--- src/rtl/dmx_pkg.sv ---
package dmx_pkg;

  typedef enum logic {
    MODE_STRAIGHT = 1'b0,
    MODE_SPLIT    = 1'b1
  } out_mode_e;

  // Slot value after one edge: a valid sample flips the pair slot.
  function automatic logic slot_after(input logic slot, input logic vld);
    return vld ? ~slot : slot;
  endfunction

  // True when the sample now in the capture stage completes an output word.
  function automatic logic word_closes(input out_mode_e m, input logic slot,
                                       input logic vld);
    return vld && ((m == MODE_STRAIGHT) || slot);
  endfunction

  // True when the capture stage holds the older half of a pair.
  function automatic logic pair_opens(input out_mode_e m, input logic slot,
                                      input logic vld);
    return vld && (m == MODE_SPLIT) && !slot;
  endfunction

endpackage

--- src/rtl/dmx_capture.sv ---
module dmx_capture #(
  parameter int W = 8
) (
  input  logic         clk,
  input  logic         rst_n,
  input  logic [W-1:0] din,
  output logic [W-1:0] dq,
  output logic         dvld
);

  always_ff @(posedge clk) begin
    if (!rst_n) begin
      dq   <= '0;
      dvld <= 1'b0;
    end else begin
      dq   <= din;
      dvld <= 1'b1;
    end
  end

  // the capture stage is valid from the first edge after release
  a_r7_valid_after_release: assert property (@(posedge clk) disable iff (!rst_n)
    $past(rst_n) |-> dvld);

endmodule

--- src/rtl/dmx_phase.sv ---
module dmx_phase
  import dmx_pkg::*;
(
  input  logic      clk,
  input  logic      rst_n,
  input  logic      sel,
  input  logic      dvld,
  output out_mode_e mode,
  output logic      slot
);

  always_ff @(posedge clk) begin
    if (!rst_n) begin
      mode <= out_mode_e'(sel);
      slot <= 1'b0;
    end else if (mode == MODE_SPLIT) begin
      slot <= slot_after(slot, dvld);
    end else begin
      slot <= 1'b0;
    end
  end

  // the mode does not move while reset is released
  a_r8_mode_frozen: assert property (@(posedge clk) disable iff (!rst_n)
    $past(rst_n) |-> $stable(mode));

  // in split mode the phase flips on every valid sample
  a_r3_slot_toggles: assert property (@(posedge clk) disable iff (!rst_n)
    (mode == MODE_SPLIT && dvld) |=> (slot != $past(slot)));

endmodule

--- src/rtl/dmx_steer.sv ---
module dmx_steer
  import dmx_pkg::*;
#(
  parameter int W = 8
) (
  input  logic         clk,
  input  logic         rst_n,
  input  out_mode_e    mode,
  input  logic         slot,
  input  logic [W-1:0] dq,
  input  logic         dvld,
  output logic [W-1:0] port_a,
  output logic [W-1:0] port_b
);

  logic [W-1:0] hold_q;
  logic         load_word;
  logic         stash_old;

  assign load_word = word_closes(mode, slot, dvld);
  assign stash_old = pair_opens(mode, slot, dvld);

  always_ff @(posedge clk) begin
    if (!rst_n) begin
      hold_q <= '0;
      port_a <= '0;
      port_b <= '0;
    end else begin
      if (stash_old) hold_q <= dq;
      if (load_word) begin
        port_a <= dq;
        if (mode == MODE_SPLIT) port_b <= hold_q;
      end
    end
  end

  // between pair updates both ports hold
  a_r2_ports_hold: assert property (@(posedge clk) disable iff (!rst_n)
    (mode == MODE_SPLIT && !(dvld && slot)) |=> ($stable(port_a) && $stable(port_b)));

  // port_b receives the sample captured one edge before the newer one
  a_r1_older_on_b: assert property (@(posedge clk) disable iff (!rst_n)
    (mode == MODE_SPLIT && dvld && slot && $past(dvld)) |=> (port_b == $past(dq, 2)));

  // straight mode passes every captured sample to port_a
  a_r4_straight_follow: assert property (@(posedge clk) disable iff (!rst_n)
    (mode == MODE_STRAIGHT && dvld) |=> (port_a == $past(dq)));

  // port_b is frozen in straight mode
  a_r6_b_frozen: assert property (@(posedge clk) disable iff (!rst_n)
    (mode == MODE_STRAIGHT && $past(rst_n)) |-> $stable(port_b));

endmodule

--- src/rtl/dmx_out_stage.sv ---
module dmx_out_stage
  import dmx_pkg::*;
#(
  parameter int W = 8
) (
  input  logic         clk,
  input  logic         div_rst_n,
  input  logic         mode_sel,
  input  logic [W-1:0] sample_in,
  output logic [W-1:0] port_a,
  output logic [W-1:0] port_b,
  output logic         clk_out
);

  logic [W-1:0] cap_q;
  logic         cap_vld;
  out_mode_e    mode;
  logic         slot;

  dmx_capture #(.W(W)) u_cap (
    .clk  (clk),
    .rst_n(div_rst_n),
    .din  (sample_in),
    .dq   (cap_q),
    .dvld (cap_vld)
  );

  dmx_phase u_phase (
    .clk  (clk),
    .rst_n(div_rst_n),
    .sel  (mode_sel),
    .dvld (cap_vld),
    .mode (mode),
    .slot (slot)
  );

  dmx_steer #(.W(W)) u_steer (
    .clk   (clk),
    .rst_n (div_rst_n),
    .mode  (mode),
    .slot  (slot),
    .dq    (cap_q),
    .dvld  (cap_vld),
    .port_a(port_a),
    .port_b(port_b)
  );

  // The pair slot register is the divided clock; straight mode inverts clk.
  always_comb begin
    if (mode == MODE_SPLIT) clk_out = slot;
    else                    clk_out = ~clk;
  end

  // ports read zero on the edge after reset is sampled low
  a_r7_reset_clears: assert property (@(posedge clk)
    !$past(div_rst_n) && $past(div_rst_n, 2) |-> (port_a == '0 && port_b == '0));

endmodule

--- config.mk ---
export PLATFORM = sky130hd
export DESIGN_NAME = dmx_out_stage
export DESIGN_NICKNAME = d
export VERILOG_FILES = /design/src/rtl/dmx_pkg.sv /design/src/rtl/dmx_capture.sv /design/src/rtl/dmx_phase.sv /design/src/rtl/dmx_steer.sv /design/src/rtl/dmx_out_stage.sv
export SDC_FILE = /design/constraint.sdc
export NUM_CORES = 1
export LEC_CHECK = 0
export BUFFER_PORTS_ARGS = -buffer_cell sky130_fd_sc_hd__buf_4
export CORE_MARGIN = 2
export CORE_UTILIZATION = 30
export DETAILED_ROUTE_END_ITERATION = 10
export SLEW_MARGIN = 10
export SYNTH_ARGS = -nofsm -noshare
export SYNTH_HDL_FRONTEND = slang
export SYNTH_SLANG_ARGS = --single-unit
--- constraint.sdc ---
create_clock -name clk -period 1.2 [get_ports clk]
set_input_delay 0.06 -clock clk [delete_from_list [all_inputs] [get_ports clk]]
set_output_delay 0.06 -clock clk [all_outputs]
set_load 0.01 [all_outputs]
==> results of run 1 <==
-- sequential cells by signal, indices dropped and copies added, names as in the netlist --
name and flops:
u_steer.hold_q 8, u_steer.port_a 8, u_phase.slot 1, u_cap.dq 8, u_cap.dvld 1, u_steer.port_b 8, u_phase.mode 1
-- repair_timing --
action	CTS	global route
hold buffers	9	0
setup endpoints to repair	1	9
pin swaps	0	1
gates resized for setup	1	5
buffers inserted	2	2
endpoints found under the hold margin	9	0
-- worst paths after layout --
| check | endpoint | depth (start not counted) | slack [ns] |
|---|---|---|---|
| setup / recovery | clk_out | 4 | -0.04 |
| hold / removal | u_cap.dvld | 1 | 0.06 |
| setup reg to reg | u_steer.port_b[3] | 6 | 0.01 |
| hold reg to reg | u_steer.port_b[5] | 2 | 0.46 |
-- report_power, final --
part / switching [W] / leakage [nW] / internal, W / total [W]
Clock: 0.000418 / 0.0703 / 0.000637 / 0.00106
Combinational: 0.0000951 / 0.387 / 0.000111 / 0.000206
Sequential: 0.0000251 / 0.288 / 0.00121 / 0.00123
Total: 0.000538 / 0.745 / 0.00196 / 0.00250
-- logic make-up (layout without fill, tap and decap cells) --
group | Yosys count | count (layout) | synth area share
flops | 35 | 35 | 0.568
mux | 8 | 8 | 0.0640
compound gates | 18 | 18 | 0.105
buf+inv | 9 | 54 | 0.0410
xor+xnor | 1 | 1 | 0.00700
simple gates | 52 | 52 | 0.215
-- through the flow --
step | setup TNS, ns | setup slack [ns] | power (W) | cell area, µm² | utilization
2_1_floorplan | 0 | 0.160 | 0.00138 | 1250 | -
3_3_place_gp | 0 | 0.109 | 0.00144 | 1490 | 0.373
3_5_place_dp | 0 | 0.0428 | 0.00145 | 1490 | 0.373
4_1_cts | -0.0206 | -0.0206 | 0.00252 | 1720 | 0.430
5_1_grt | -0.527 | -0.104 | 0.00262 | 1770 | 0.444
6_report | -0.0413 | -0.0413 | 0.00250 | 1770 | 0.444
-- area by class of cell --
cell class / count / area [µm²]
Timing Repair Buffer: 40 / 348
Clock buffer: 11 / 125
Fill cell: 373 / 2230
Tap cell: 50 / 62.6
Sequential cell: 35 / 712
Inverter: 2 / 7.51
Multi-Input combinational cell: 79 / 514
Clock inverter: 1 / 5.00
-- per-layer routing --
layer,GRT usage,vias up
li1,-,496
met1,0.127,411
met2,0.165,26
met3,0.0503,5
met4,0.105,0
met5,0,-
-- layout by cell type, fill, tap and decap left out, types with 8 or more instances in the layout --
| master | n |
|---|---|
| nand3_2 | 8 |
| mux2i_1 | 8 |
| dfxtp_1 | 33 |
| o21ai_0 | 8 |
| and2_1 | 8 |
| clkbuf_8 | 8 |
| buf_4 | 30 |
| nand2_1 | 24 |
| nand3_1 | 9 |
| dlygate4sd3_1 | 9 |
| o21ai_2 | 8 |
==> metrics.md, run 1 <==
| Metric | Value |
|---|---|
| Outcome | `finished with violations` |
| Violated checks | `setup timing` |
| Endpoints failing setup | `1` |
| Startpoint types | `flop` |
| Finished Layout Cells | `218` |
| HP Class | `in -> reg` |
| Core Box Area | `4000 µm²` |
| Fmax | `0.806 GHz` |
| RSZ-0062 raised after global routing | `yes` |
| Synthesized area per cell | `10.2 µm²` |
| Crit-path max FO | `3` |
| IO Pins | `28` |
| Synth top cells by count | `34 x dfxtp_1, 24 x nand2_1, 14 x nand3_1` |
| Gate Count Post-Synth | `123` |
| Starting Density | `0.313` |
| DR pass1 iterations | `4` |
| Worst Setup End Kind | `primary output` |
| Synthesized cell area | `1250 µm²` |
| Fin crit share | `1.03` |
| Yosys top cell by area | `dfxtp_1` |
| DIE HEIGHT | `68.6 µm` |
| Slew @ Worst Pin | `0.468 ns` |
| GRT Util Overall | `0.115` |
| Slowest stage delay, CP | `0.42 ns` |
| Total routed wirelength | `2330 µm` |
| Clock Pin Slew Worst Setup and Hold Paths | `0.06 ns` |
| Crit Path Category | `reg -> out` |
| Clock Latency Late Sink | `0.38 ns` |
| Top layer in use | `met4` |
| Largest delay contributor family on the critical path | `flip-flops` |
| Cells after DPL | `194` |
| Final worst slack | `-0.0413 ns` |
| Dpl hpwl | `1500 µm` |
| Synth top area share | `0.544` |
| TritonCTS clock tree | `done` |
| Max-Cap Viols | `0` |
| Met1 wire length | `1100 µm` |
| Final Hold Vio Count | `0` |
| Crit path launch | `u_phase.mode` |
| Skew final | `0.00535 ns` |
| Hold_ws | `0.0645 ns` |
| Nets | `178` |
| Largest cells by area after synthesis | `dfxtp_1 54%, nand2_1 7.2%, mux2i_1 6.4%` |
| #FFs+latches synth | `35` |
| Most numerous cell in the Yosys netlist | `dfxtp_1` |
| Met2 wire len | `1040 µm` |
| Layout cells sized above 1 | `0.363` |
| Worst Path Required | `1.14 ns` |
| Worst slew margin | `0.688` |
| GR Overflow Total | `0` |
| Row count | `23` |
| Sequential-to-total area share from yosys stat | `0.568` |
| Synth Warn # | `0` |
| Unique masters post-synth | `20` |
| Most used DFF post-synth | `dfxtp_1` |
| Reg2reg start | `u_phase.mode` |
| Leakage | `0.745 nW` |
| Avg Vias per Cell | `4.30` |
| CP Buf/Inv Count | `2` |
| Max stage delay cell, worst path | `edfxtp_1` |
| Initial antenna violation count | `0` |
| Post-synth EDFFs | `1` |
| Ant diodes | `0` |
| Die area | `4700 µm²` |
| Die width | `68.6 µm` |
| Ys async rst share | `0` |
| Power per cell area | `1410 nW/µm²` |
| Hold path startpoint | `div_rst_n` |
| Largest net degree at the start of global routing | `51` |
| DRT iter0 DRCs | `24` |
| Critical Path AT | `1.18 ns` |
| Via count | `938` |
| Slew Viols, Final | `0` |
| Global-route wire length before repair | `3660 µm` |
| Worst-path cell chain | `inv_2, nor2_1, a21oi_1, buf_4` |
| Routed met3 length | `133 µm` |
| Min cycle time layout | `1.24 ns` |
| Vias in the first global route | `835` |
| Input/output buffers | `27` |
| DRC | `0` |
| Antenna viol nets, final | `0` |
| RD Place Congestion | `0.720` |
| Area grow syn2layout | `41.8%` |
| Peak VDD IR | `0.000940 V` |
| Syn nets | `134` |
| Drt wl/cell | `10.7 µm` |
No activity file was read; power rests on OpenSTA's default activity.
==> run 2: changes to the inputs <==
--- a/config.mk
+++ b/config.mk
@@ -7,7 +7,7 @@
 export LEC_CHECK = 0
 export BUFFER_PORTS_ARGS = -buffer_cell sky130_fd_sc_hd__buf_4
 export CORE_MARGIN = 2
-export CORE_UTILIZATION = 30
+export CORE_UTILIZATION = 35
 export DETAILED_ROUTE_END_ITERATION = 10
 export SLEW_MARGIN = 10
 export SYNTH_ARGS = -nofsm -noshare
==> metrics.md, run 2 (same netlist as run 1, synthesis figures left out) <==
| Metric | Value |
|---|---|
| Worst Path Required | `1.14 ns` |
| IO Pins | `28` |
| Min cycle time layout | `1.35 ns` |
| Leakage | `0.719 nW` |
| Critical Path AT | `1.29 ns` |
| Initial antenna violation count | `0` |
| RSZ-0062 raised after global routing | `yes` |
| Worst slew margin | `0.708` |
| Max-Cap Viols | `0` |
| Slew @ Worst Pin | `0.438 ns` |
| Die width | `63.8 µm` |
| Avg Vias per Cell | `4.35` |
| Peak VDD IR | `0.000654 V` |
| Place WS | `-0.0610 ns` |
| Endpoints failing setup | `1` |
| TritonCTS clock tree | `done` |
| CP Buf/Inv Count | `2` |
| HP Class | `in -> reg` |
| Worst Setup End Kind | `primary output` |
| Dpl hpwl | `1460 µm` |
| Startpoint types | `flop` |
| Cells after DPL | `190` |
| Ant diodes | `0` |
| Input/output buffers | `27` |
| DIE HEIGHT | `63.8 µm` |
| Final Hold Vio Count | `0` |
| Hold_ws | `0.341 ns` |
| DR pass1 iterations | `3` |
| Fin crit share | `1.13` |
| Area grow syn2layout | `35.7%` |
| DRT iter0 DRCs | `56` |
| Total routed wirelength | `2270 µm` |
| DRC | `0` |
| Largest delay contributor family on the critical path | `flip-flops` |
| Layout cells sized above 1 | `0.337` |
| Filler cells | `327` |
| Antenna viol nets, final | `0` |
| Clock Pin Slew Worst Setup and Hold Paths | `0.10 ns` |
| Slowest stage delay, CP | `0.42 ns` |
| Global-route wire length before repair | `3910 µm` |
| Core Box Area | `3390 µm²` |
| Commonest non-fill, non-tap cells in the layout | `33 x dfxtp_1, 29 x buf_4, 24 x nand2_1` |
| RD Place Congestion | `0.676` |
| Row count | `21` |
| Drt wl/cell | `10.7 µm` |
| Crit-path max FO | `4` |
| Clock Latency Late Sink | `0.44 ns` |
| Outcome | `finished with violations` |
| Fmax | `0.739 GHz` |
| Skew final | `0.0115 ns` |
| Die area | `4070 µm²` |
| Worst-path cell chain | `inv_2, nor2_2, a21oi_1, buf_4` |
| Nets | `176` |
| Vias in the first global route | `883` |
| GR Overflow Total | `0` |
| Finished Layout Cells | `212` |
| Largest net degree at the start of global routing | `51` |
| Starting Density | `0.369` |
| Violated checks | `setup timing` |
| Via count | `923` |
| Final worst slack | `-0.154 ns` |
| Max stage delay cell, worst path | `edfxtp_1` |
| GRT Util Overall | `0.131` |
| Crit Path Category | `reg -> out` |
| Power per cell area | `1400 nW/µm²` |
| Commonest non-fill, non-tap cell in the layout | `dfxtp_1` |
| Pwr Total | `0.00238 W` |
| Slew Viols, Final | `0` |
run 2: changes by cell type in the layout (fill, tap and decap cells not counted), sizes merged:
cell,delta
dlygate4sd3,+1
buf,-3
run 2: worst paths after layout:
check                                  startpoint                end  slack [ns]  cells after the start
worst max-delay path                 u_phase.mode            clk_out       -0.15                      4
worst min-delay path                     mode_sel       u_phase.mode        0.34                      2
worst max register to register       u_phase.mode  u_steer.port_a[5]        0.10                      3
worst min register to register  u_steer.hold_q[5]  u_steer.port_b[5]        0.46                      2
run 2: worst reg2reg max path, delay by kind of cell (launching register included):
| kind | cells | cell delay (ns) |
|---|---|---|
| AOI/OAI and AO/OA | 1 | 0.33 |
| muxes | 1 | 0.23 |
| DFF | 1 | 0.38 |
| buffers and inverters | 1 | 0.08 |
run 2: through the flow:
| stage | TNS (ns) | area [µm²] | util |
|---|---|---|---|
| final | -0.154 | 1700 | 0.501 |
| after global routing | -0.253 | 1700 | 0.501 |
| after CTS | -0.829 | 1690 | 0.498 |
| after detailed placement | -0.376 | 1480 | 0.435 |
| after global placement | -0.0141 | 1480 | 0.435 |
| after floorplan | 0 | 1250 | - |
run 2: final cells by class:
| class | count | area (µm²) | area share |
|---|---|---|---|
| clock inverter | 1 | 5.00 | 0.00295 |
| sequential | 35 | 712 | 0.419 |
| clock buffer | 11 | 106 | 0.0626 |
| inverter | 2 | 7.51 | 0.00442 |
| tap | 46 | 57.6 | 0.0339 |
| multi-input combinational | 79 | 499 | 0.294 |
| timing repair buffer | 38 | 310 | 0.183 |
run 2: report_power, final:
group	internal [W]	leakage [nW]	total, W	switching (W)
sequential	0.00121	0.288	0.00123	0.0000244
clock	0.000537	0.0667	0.000951	0.000414
combinational	0.0000974	0.365	0.000191	0.0000936
run 2: what timing repair did:
item	in CTS	in global routing
buffers inserted	1	0
hold buffers	10	0
resized for setup	1	2
hold endpoints to repair	10	0
endpoints found under the setup margin	14	10
run 2: routing by layer:
layer / share of wire / vias up / global-route usage
li1: - / 500 / -
met1: 0.46 / 395 / 0.150
met2: 0.47 / 24 / 0.190
met3: 0.055 / 4 / 0.0704
met4: 0.010 / 0 / 0.0815
met5: 0 / - / 0
==> run 3: changes to the inputs <==
--- a/config.mk
+++ b/config.mk
@@ -12,4 +12,5 @@
 export SLEW_MARGIN = 10
 export SYNTH_ARGS = -nofsm -noshare
 export SYNTH_HDL_FRONTEND = slang
+export SYNTH_HIERARCHICAL = 1
 export SYNTH_SLANG_ARGS = --single-unit
==> metrics.md, run 3 <==
| Metric | Value |
|---|---|
| GR Overflow Total | `0` |
| Die width | `62.3 µm` |
| Worst Setup End Kind | `primary output` |
| Input/output buffers | `27` |
| IO Pins | `28` |
| DRT iter0 DRCs | `28` |
| Drt wl/cell | `9.89 µm` |
| Worst hold stages | `2` |
| Vias in the first global route | `838` |
| Synthesized cell area | `1190 µm²` |
| Hold_ws | `0.362 ns` |
| Final worst slack | `0.00719 ns` |
| Avg Vias per Cell | `4.23` |
| Pwr Total | `0.00228 W` |
| Syn nets | `133` |
| Endpoints failing setup | `0` |
| Clock Latency Late Sink | `0.43 ns` |
| Unique masters post-synth | `16` |
| Layout cells sized above 1 | `0.251` |
| Comb power frac | `0.077` |
| Antenna viol nets, final | `0` |
| Synth Warn # | `6` |
| Sequential-to-total area share from yosys stat | `0.598` |
| Commonest non-fill, non-tap cells in the layout | `33 x dfxtp_1, 29 x buf_4, 25 x nand2_1` |
| DP Area | `1430 µm²` |
| Slew Viols, Final | `0` |
| Worst slew margin | `0.714` |
| Most used DFF post-synth | `dfxtp_1` |
| GRT Util Overall | `0.118` |
| Synthesized area per cell | `9.74 µm²` |
| Critical Path AT | `1.13 ns` |
| DIE HEIGHT | `62.3 µm` |
| Fmax | `0.838 GHz` |
| RSZ-0062 raised after global routing | `yes` |
| Pint | `0.00178 W` |
| Commonest non-fill, non-tap cell in the layout | `dfxtp_1` |
| Most numerous cell in the Yosys netlist | `dfxtp_1` |
| Filler cells | `341` |
| TritonCTS clock tree | `done` |
| Post-synth EDFFs | `1` |
| Die area | `3880 µm²` |
| Via count | `901` |
| #FFs+latches synth | `35` |
| Global-route wire length before repair | `3420 µm` |
| HP Class | `in -> reg` |
| Largest net degree at the start of global routing | `52` |
| Yosys top cell by area | `dfxtp_1` |
| Ys async rst share | `0` |
| Initial antenna violation count | `0` |
| Post-route cell area | `1630 µm²` |
| Gate Count Post-Synth | `122` |
| Place WS | `0.0472 ns` |
| Clock Pin Slew Worst Setup and Hold Paths | `0.09 ns` |
| Core Box Area | `3310 µm²` |
| Clock share of power | `0.384` |
| Synth top area share | `0.573` |
| Skew final | `0.00601 ns` |
| Outcome | `completed` |
| Area grow syn2layout | `37.2%` |
| DR pass1 iterations | `3` |
| Starting Density | `0.359` |
| DRC | `0` |
| Fin crit share | `0.994` |
| Power per cell area | `1400 nW/µm²` |
| Total routed wirelength | `2110 µm` |
| Final Hold Vio Count | `0` |
| Peak VDD IR | `0.000735 V` |
| Startpoint types | `flop` |
| Sequential Power Share | `0.539` |
| Max-Cap Viols | `0` |
| Slew @ Worst Pin | `0.430 ns` |
| Net switching power | `0.000500 W` |
| Leakage | `0.698 nW` |
| R2r worst-path depth | `5` |
| RD Place Congestion | `0.663` |
| Min cycle time layout | `1.19 ns` |
| Largest cells by area after synthesis | `dfxtp_1 57%, nand2_1 7.9%, nand3_1 7.2%` |
| Switching portion of total power | `0.219` |
| Synth top cells by count | `34 x dfxtp_1, 25 x nand2_1, 17 x nand3_1` |
| Ant diodes | `0` |
| Crit-path max FO | `4` |
| Row count | `21` |
| Crit Path Category | `reg -> out` |
| Worst Path Required | `1.14 ns` |
| Dpl hpwl | `1350 µm` |
| Nets | `177` |
==> run 3: final cells by class <==
class                           instances  area [µm²]  area share
Sequential cell                        35         712       0.437
Multi-Input combinational cell         79         433       0.266
Timing Repair Buffer                   39         322       0.197
Clock buffer                           12        98.8      0.0606
Tap cell                               46        57.6      0.0353
Inverter                                2        7.51     0.00460
==> run 3: worst max-delay path: stages (launching register included) <==
cell and delay (ns):
edfxtp_1 0.44, nand2_1 0.08, o21ai_1 0.05, buf_4 0.14
==> run 3: path summary, 6_finish.rpt <==
kind | slack (ns) | to | from
min reg2reg | 0.47 | u_steer/port_b[6] | u_steer/hold_q[6]
min | 0.36 | u_phase/mode | mode_sel
max | 0.007 | clk_out | u_phase/mode
max reg2reg | 0.10 | u_steer/hold_q[5] | u_phase/mode
==> run 3: through the flow <==
step | TNS [ns] | utilization | cells
after global routing | -0.0883 | 0.492 | 213
final | 0 | 0.492 | 213
after detailed placement | 0 | 0.431 | 191
after floorplan | 0 | - | 122
after global placement | 0 | 0.431 | 191
after CTS | -0.0130 | 0.491 | 213
==> run 3: power groups by stage <==
stage	Combinational (W)	Clock, W	Sequential, W
floorplan	0.0000854	0.0000208	0.00126
global placement	0.000140	0.0000463	0.00126
detailed placement	0.000144	0.0000463	0.00126
CTS	0.000174	0.000906	0.00123
global route	0.000193	0.000971	0.00124
finish	0.000176	0.000877	0.00123
==> run 3: timing repair <==
action	CTS	global route
pin swaps	1	1
setup endpoints to repair	1	5
hold endpoints to repair	10	0
cloned	0	0
hold buffers	10	0
gates resized for setup	1	2
buffers inserted	1	0
==> run 3: cells by family (layout without fill, tap and decap cells) <==
group	Yosys count	count (layout)	share of synthesized area
buffers and inverters	8	53	0.0379
DFF	35	35	0.598
muxes	8	8	0.0674
AOI/OAI and AO/OA	18	18	0.0853
xor gates and xnor gates	1	1	0.00737
and+or+nand+nor	52	52	0.204
==> run 3: metal layers <==
metal  global-route usage  wire [µm]  share of wire
met5                    0          0              0
met4                0.111         60          0.028
met2                0.174        934           0.44
met3               0.0562        131          0.062
met1                0.123        980           0.47
